===== config.mk =====
export PLATFORM = sky130hd
export DESIGN_NAME = muldiv_unit
export DESIGN_NICKNAME = d
export VERILOG_FILES = /design/src/rtl/muldiv_pkg.sv /design/src/rtl/muldiv_ctrl.sv /design/src/rtl/muldiv_dpath.sv /design/src/rtl/muldiv_unit.sv
export SDC_FILE = /design/constraint.sdc
export NUM_CORES = 1
export LEC_CHECK = 0
export CORE_ASPECT_RATIO = 0.75
export CORE_MARGIN = 1
export CORE_UTILIZATION = 39
export CTS_CLUSTER_DIAMETER = 30
export CTS_CLUSTER_SIZE = 10
export DETAILED_ROUTE_END_ITERATION = 8
export SLEW_MARGIN = 20
export SYNTH_ARGS = -nofsm -noshare
export SYNTH_HDL_FRONTEND = slang
export SYNTH_HIERARCHICAL = 1
export SYNTH_SLANG_ARGS = --single-unit

===== constraint.sdc =====
create_clock -name clk -period 3.85 [get_ports clk]
set_input_delay 0.5775 -clock clk [delete_from_list [all_inputs] [get_ports clk]]
set_output_delay 0.5775 -clock clk [all_outputs]
set_load 0.005 [all_outputs]

===== src/rtl/muldiv_pkg.sv =====
package muldiv_pkg;

  typedef enum logic [1:0] {
    OP_MUL_S = 2'b00,
    OP_MUL_U = 2'b01,
    OP_DIV_S = 2'b10,
    OP_DIV_U = 2'b11
  } mdOp_e;

  // strobes issued by the control FSM to the datapath
  typedef struct packed {
    logic load;       // capture operands and mode
    logic step;       // one shift-add / restoring iteration
    logic writeBack;  // sign fixup and commit to high/low
  } mdStrobe_t;

endpackage


===== src/rtl/muldiv_ctrl.sv =====
module muldiv_ctrl
  import muldiv_pkg::*;
#(
  parameter int WIDTH = 32
) (
  input  logic      clk,
  input  logic      rstN,
  input  logic      startValid,
  output mdStrobe_t strobe,
  output logic      busy,
  output logic      done
);

  localparam int CW = $clog2(WIDTH + 1);

  typedef enum logic [1:0] {
    ST_IDLE,
    ST_RUN,
    ST_FIN
  } ctrlState_e;

  ctrlState_e      state;
  logic [CW-1:0]   iterLeft;

  always_ff @(posedge clk or negedge rstN) begin
    if (!rstN) begin
      state    <= ST_IDLE;
      iterLeft <= '0;
      done     <= 1'b0;
    end else begin
      done <= (state == ST_FIN);
      case (state)
        ST_IDLE: begin
          if (startValid) begin
            state    <= ST_RUN;
            iterLeft <= CW'(WIDTH);
          end
        end
        ST_RUN: begin
          iterLeft <= iterLeft - CW'(1);
          if (iterLeft == CW'(1)) begin
            state <= ST_FIN;
          end
        end
        ST_FIN: begin
          state <= ST_IDLE;
        end
        default: begin
          state <= ST_IDLE;
        end
      endcase
    end
  end

  always_comb begin
    strobe.load      = (state == ST_IDLE) && startValid;
    strobe.step      = (state == ST_RUN);
    strobe.writeBack = (state == ST_FIN);
    busy             = (state != ST_IDLE);
  end

endmodule


===== src/rtl/muldiv_dpath.sv =====
module muldiv_dpath
  import muldiv_pkg::*;
#(
  parameter int WIDTH = 32
) (
  input  logic             clk,
  input  logic             rstN,
  input  mdStrobe_t        strobe,
  input  logic [1:0]       opCode,
  input  logic [WIDTH-1:0] opA,
  input  logic [WIDTH-1:0] opB,
  input  logic             readHi,
  input  logic             readLo,
  output logic [WIDTH-1:0] readData
);

  localparam int W  = WIDTH;
  localparam int PW = 2 * WIDTH;

  // operand conditioning: both operands go through the same path
  logic                isSignedIn;
  logic                isDivIn;
  logic [1:0][W-1:0]   opIn;
  logic [1:0]          opNeg;
  logic [1:0][W-1:0]   opMag;

  assign isSignedIn = (opCode == OP_MUL_S) || (opCode == OP_DIV_S);
  assign isDivIn    = (opCode == OP_DIV_S) || (opCode == OP_DIV_U);
  assign opIn[0]    = opA;
  assign opIn[1]    = opB;

  for (genvar g = 0; g < 2; g++) begin : g_cond
    assign opNeg[g] = isSignedIn & opIn[g][W-1];
    assign opMag[g] = opNeg[g] ? (~opIn[g] + W'(1)) : opIn[g];
  end

  // working state
  logic         isDiv;
  logic         negRes;
  logic         negRem;
  logic         divZero;
  logic [W-1:0] accHi;
  logic [W-1:0] accLo;
  logic [W-1:0] mcand;
  logic [W-1:0] hiReg;
  logic [W-1:0] loReg;

  // one iteration of each algorithm
  logic [W:0]   mulSum;
  logic [W:0]   divShift;
  logic [W:0]   divTrial;
  logic         divGe;
  logic [W-1:0] nextHi;
  logic [W-1:0] nextLo;

  always_comb begin
    mulSum   = {1'b0, accHi} + (accLo[0] ? {1'b0, mcand} : '0);
    divShift = {accHi, accLo[W-1]};
    divTrial = divShift - {1'b0, mcand};
    divGe    = ~divTrial[W];
    if (isDiv) begin
      nextHi = divGe ? divTrial[W-1:0] : divShift[W-1:0];
      nextLo = {accLo[W-2:0], divGe};
    end else begin
      nextHi = mulSum[W:1];
      nextLo = {mulSum[0], accLo[W-1:1]};
    end
  end

  // sign correction at completion
  logic [PW-1:0] prodRaw;
  logic [PW-1:0] prodFix;
  logic [W-1:0]  quoFix;
  logic [W-1:0]  remFix;

  always_comb begin
    prodRaw = {accHi, accLo};
    prodFix = negRes ? (~prodRaw + PW'(1)) : prodRaw;
    quoFix  = (negRes && !divZero) ? (~accLo + W'(1)) : accLo;
    remFix  = negRem ? (~accHi + W'(1)) : accHi;
  end

  always_ff @(posedge clk or negedge rstN) begin
    if (!rstN) begin
      isDiv   <= 1'b0;
      negRes  <= 1'b0;
      negRem  <= 1'b0;
      divZero <= 1'b0;
      accHi   <= '0;
      accLo   <= '0;
      mcand   <= '0;
    end else if (strobe.load) begin
      isDiv   <= isDivIn;
      negRes  <= opNeg[0] ^ opNeg[1];
      negRem  <= opNeg[0];
      divZero <= (opB == '0);
      accHi   <= '0;
      accLo   <= opMag[0];
      mcand   <= opMag[1];
    end else if (strobe.step) begin
      accHi <= nextHi;
      accLo <= nextLo;
    end
  end

  always_ff @(posedge clk or negedge rstN) begin
    if (!rstN) begin
      hiReg <= '0;
      loReg <= '0;
    end else if (strobe.writeBack) begin
      if (isDiv) begin
        hiReg <= remFix;
        loReg <= quoFix;
      end else begin
        hiReg <= prodFix[PW-1:W];
        loReg <= prodFix[W-1:0];
      end
    end
  end

  always_comb begin
    if (readHi)      readData = hiReg;
    else if (readLo) readData = loReg;
    else             readData = '0;
  end

endmodule


===== src/rtl/muldiv_unit.sv =====
module muldiv_unit
  import muldiv_pkg::*;
#(
  parameter int WIDTH = 32
) (
  input  logic             clk,
  input  logic             rstN,
  input  logic             startValid,
  input  logic [1:0]       opCode,
  input  logic [WIDTH-1:0] opA,
  input  logic [WIDTH-1:0] opB,
  input  logic             readHi,
  input  logic             readLo,
  output logic             busy,
  output logic             done,
  output logic             stall,
  output logic             readValid,
  output logic [WIDTH-1:0] readData
);

  mdStrobe_t strobe;
  logic      readReq;

  muldiv_ctrl #(.WIDTH(WIDTH)) u_ctrl (
    .clk        (clk),
    .rstN       (rstN),
    .startValid (startValid),
    .strobe     (strobe),
    .busy       (busy),
    .done       (done)
  );

  muldiv_dpath #(.WIDTH(WIDTH)) u_dpath (
    .clk      (clk),
    .rstN     (rstN),
    .strobe   (strobe),
    .opCode   (opCode),
    .opA      (opA),
    .opB      (opB),
    .readHi   (readHi),
    .readLo   (readLo),
    .readData (readData)
  );

  assign readReq   = readHi | readLo;
  assign stall     = readReq & busy;
  assign readValid = readReq & ~busy;

endmodule


==> reports/results.txt <==
initial core utilization -> 0.402
synth top area cells -> dfrtp_1 (31%), a21oi_1 (7.6%), nor2_1 (6.5%), ha_1 (6.2%), xnor2_1 (6.0%)
Layout Skew -> 0.0147 ns
Chip Width -> 222 um
Synth Instances -> 1,730
hold crit path type -> in -> async
final setup fails -> 0
peak supply drop -> 0.408 mV
CP Launch Type -> flip-flop
Vias/cell -> 5.78
DP Worst Slack -> 0.109 ns
count of final max-slew check failures -> 0
number of global-route vias before repair -> 12,274
Rows -> 59
Max-Cap Viols -> 0
Post-synth EDFFs -> 0
Clock Tree Buf Depth -> 2
Tot Pwr -> 16.5 mW
ys async rst share -> 1.00
initial antenna violation count -> 0
Layout area overhead -> 17.8%
Most common cell on crit path -> a21oi_1
Worst path max stage delay -> 0.44 ns
final instance area -> 16,600 sq um
FF+latch count, synth -> 173
period utilization -> 0.967
via count -> 13,358
# port buffers -> 106
outcome -> finished clean
Detailed Route WL -> 46.2 mm
Starting DRT DRC Count -> 1,293
clk root buf -> clkbuf_16
largest family of logic cells by synthesized area -> compound AO/OA/AOI/OAI gates
Critical Path AT -> 4.04 ns
Crit. End Element -> flip-flop
Final #Nets -> 1,986
simple-gate portion of the synthesized area -> 0.182
Fin. Hold Viols -> 0
Synth Flop Type -> dfrtp_1
register area share after synthesis -> 0.307
cell area after synthesis -> 14,100 sq um
largest net degree at the start of global routing -> 135
Worst Path Buf+Inv -> 2
CTS clk-pin slew, worst paths -> 0.07 ns
Die Footprint -> 37,000 sq um
first-pass GRT wire length -> 71.2 mm
post-synthesis compound-gate area fraction -> 0.242
Avg Cell Area, Syn -> 8.16 sq um
Yosys warnings -> 6
PD cells -> 990 nW/um^2
WHS -> 0.186 ns
Placement Cell Area -> 15,900 sq um
post-synthesis xor/xnor area fraction -> 0.101
share of layout cells above drive strength 1 -> 0.0991
Core ar. -> 35,100 sq um
I/O pins -> 107
worst-margin pin slew -> 0.969 ns
DRC viols -> 0
final worst slack -> 0.127 ns
GP Congestion -> 0.962
multiplexer share of the synthesized area -> 0.0581
area leader, netlist -> dfrtp_1
Fillers -> 3,483
CTS tree -> yes
WL per Instance -> 20.0 um
CP required -> 4.17 ns
GRT Util Overall -> 0.247
post-synth cell types -> 91
top cells by count, synth -> nor2_1 (243), a21oi_1 (214), dfrtp_1 (173)
Post-DP HPWL -> 34.9 mm
P_leak -> 7.25 nW
Total Neg Setup Slack -> 0 ns
Clk Latency, worst-skew pair -> 0.45 ns
CTS Buf Count -> 17
Synth Area in Adders -> 0.0649
crit-path cells -> inv_1, ha_1, a21oi_1, a21boi_1, or4_1, o21ai_2, a311oi_4, o2111a_1, o21a_1, nor2_4, buf_4, mux2i_1, a21oi_1
crit-path max FO -> 10
first drt pass iteration count -> 5
Peak Freq -> 269 MHz
GRT overflow -> 0
Mapped Nets -> 1,873
count leader, synth -> nor2_1
WS Path Type -> reg -> reg
minimum clock period after layout -> 3.72 ns
share of the synthesized area in the top cell type -> 0.307
Worst slew margin -> 0.353
die height -> 167 um
H-tree Lvls -> 4
Sink Count -> 173
delay-heaviest family, CP -> compound AO/OA/AOI/OAI gates
Critical Path Slowest Stage Cell -> or4_1
ANT cells -> 0
Routed Antenna Nets -> 0
power breakdown:
| part | internal [mW] | switching, mW |
|---|---|---|
| sequential | 2.66 | 0.929 |
| combinational | 4.64 | 6.41 |
| clock | 1.03 | 0.784 |
| total | 8.33 | 8.12 |
final timing paths:
kind	from	slack, ns	to	depth (start not counted)
max	u_dpath/mcand[10]	0.13	u_dpath/accHi[26]	13
max in group asynchronous	rstN	2.79	u_dpath/accLo[24]	2
max reg2reg	u_dpath/mcand[10]	0.13	u_dpath/accHi[26]	13
min	rstN	0.19	u_dpath/loReg[8]	1
min reg2reg	u_ctrl/iterLeft[5]	0.50	u_ctrl/iterLeft[5]	1
min in group clk	u_ctrl/iterLeft[5]	0.50	u_ctrl/iterLeft[5]	1
placed cells by master, fill, tap and decap left out, types with 5 or more instances in the layout:
| master | instances |
|---|---|
| a31oi_1 | 12 |
| nor2_2 | 8 |
| a22oi_1 | 11 |
| inv_1 | 67 |
| o21bai_1 | 6 |
| mux2_2 | 30 |
| xor2_1 | 67 |
| nand3_1 | 24 |
| o31a_1 | 11 |
| nor4_1 | 15 |
| xnor2_1 | 96 |
| mux2i_1 | 47 |
| nor3_1 | 41 |
| nand2b_1 | 22 |
| o41ai_1 | 10 |
| ha_1 | 70 |
| a22o_1 | 31 |
| o31ai_1 | 15 |
| a211oi_1 | 9 |
| buf_4 | 72 |
| a21o_1 | 28 |
| dfrtp_1 | 170 |
| nor2_1 | 242 |
| o21ai_1 | 5 |
| nor2b_1 | 14 |
| a21oi_1 | 212 |
| o21ai_0 | 114 |
| nand2_1 | 97 |
| or4_1 | 7 |
| clkdlybuf4s50_1 | 105 |
| and2_1 | 5 |
| nor3b_1 | 5 |
| and3_1 | 7 |
| or3_1 | 19 |
| clkbuf_16 | 17 |
| o21a_1 | 17 |
| o211ai_1 | 10 |
stage by stage:
step,util,cells
6_report,0.473,2313
5_1_grt,0.473,2313
4_1_cts,0.471,2307
3_5_place_dp,0.454,2275
3_3_place_gp,0.454,2275
2_1_floorplan,-,1730
per-layer routing:
metal / global-route usage / up-vias / share of wire
li1: - / 6420 / -
met1: 0.381 / 6426 / 0.49
met2: 0.343 / 481 / 0.41
met3: 0.0552 / 31 / 0.088
met4: 0.0553 / 0 / 0.015
met5: 0 / - / 0
sequential cells by signal (all words and copies together), names as in the netlist:
register         flops
u_ctrl/done          1
u_ctrl/iterLeft      6
u_ctrl/state         2
u_dpath/accHi       32
u_dpath/accLo       32
u_dpath/divZero      1
u_dpath/hiReg       32
u_dpath/isDiv        1
u_dpath/loReg       32
u_dpath/mcand       32
u_dpath/negRem       1
u_dpath/negRes       1
kinds of logic after synthesis:
family                   count (synthesis)
XOR/XNOR                               163
AO/OA/AOI/OAI                          548
flip-flops                             173
adder cells (fa/ha/maj)                 72
AND/OR/NAND/NOR                        538
buffers and inverters                  158
multiplexers                            78
timing repair:
action                     CTS  global route
hold buffers                 0             0
setup endpoints to repair    0            24
resized for setup            0             8
setup buffers                0             4
area by class of cell:
cell class / instances / area [sq um] / share of cell area
repair buffers: 181 / 1660 / 0.100
flip-flops and latches: 173 / 4330 / 0.261
clock inverters: 8 / 105 / 0.00632
clock buffers: 24 / 492 / 0.0296
well taps: 457 / 572 / 0.0344
repair inverters: 1 / 5.00 / 0.000301
inverters: 70 / 272 / 0.0163
multi-input cells: 1399 / 9180 / 0.552
worst reg2reg max path, stage by stage (launching register included):
cell and delay (ns):
dfrtp_1 0.36, inv_1 0.07, ha_1 0.35, a21oi_1 0.22
a21boi_1 0.10, or4_1 0.44, o21ai_2 0.25, a311oi_4 0.17
o2111a_1 0.34, o21a_1 0.28, nor2_4 0.26, buf_4 0.30
mux2i_1 0.34, a21oi_1 0.12
(Power assumes the default switching activity.)
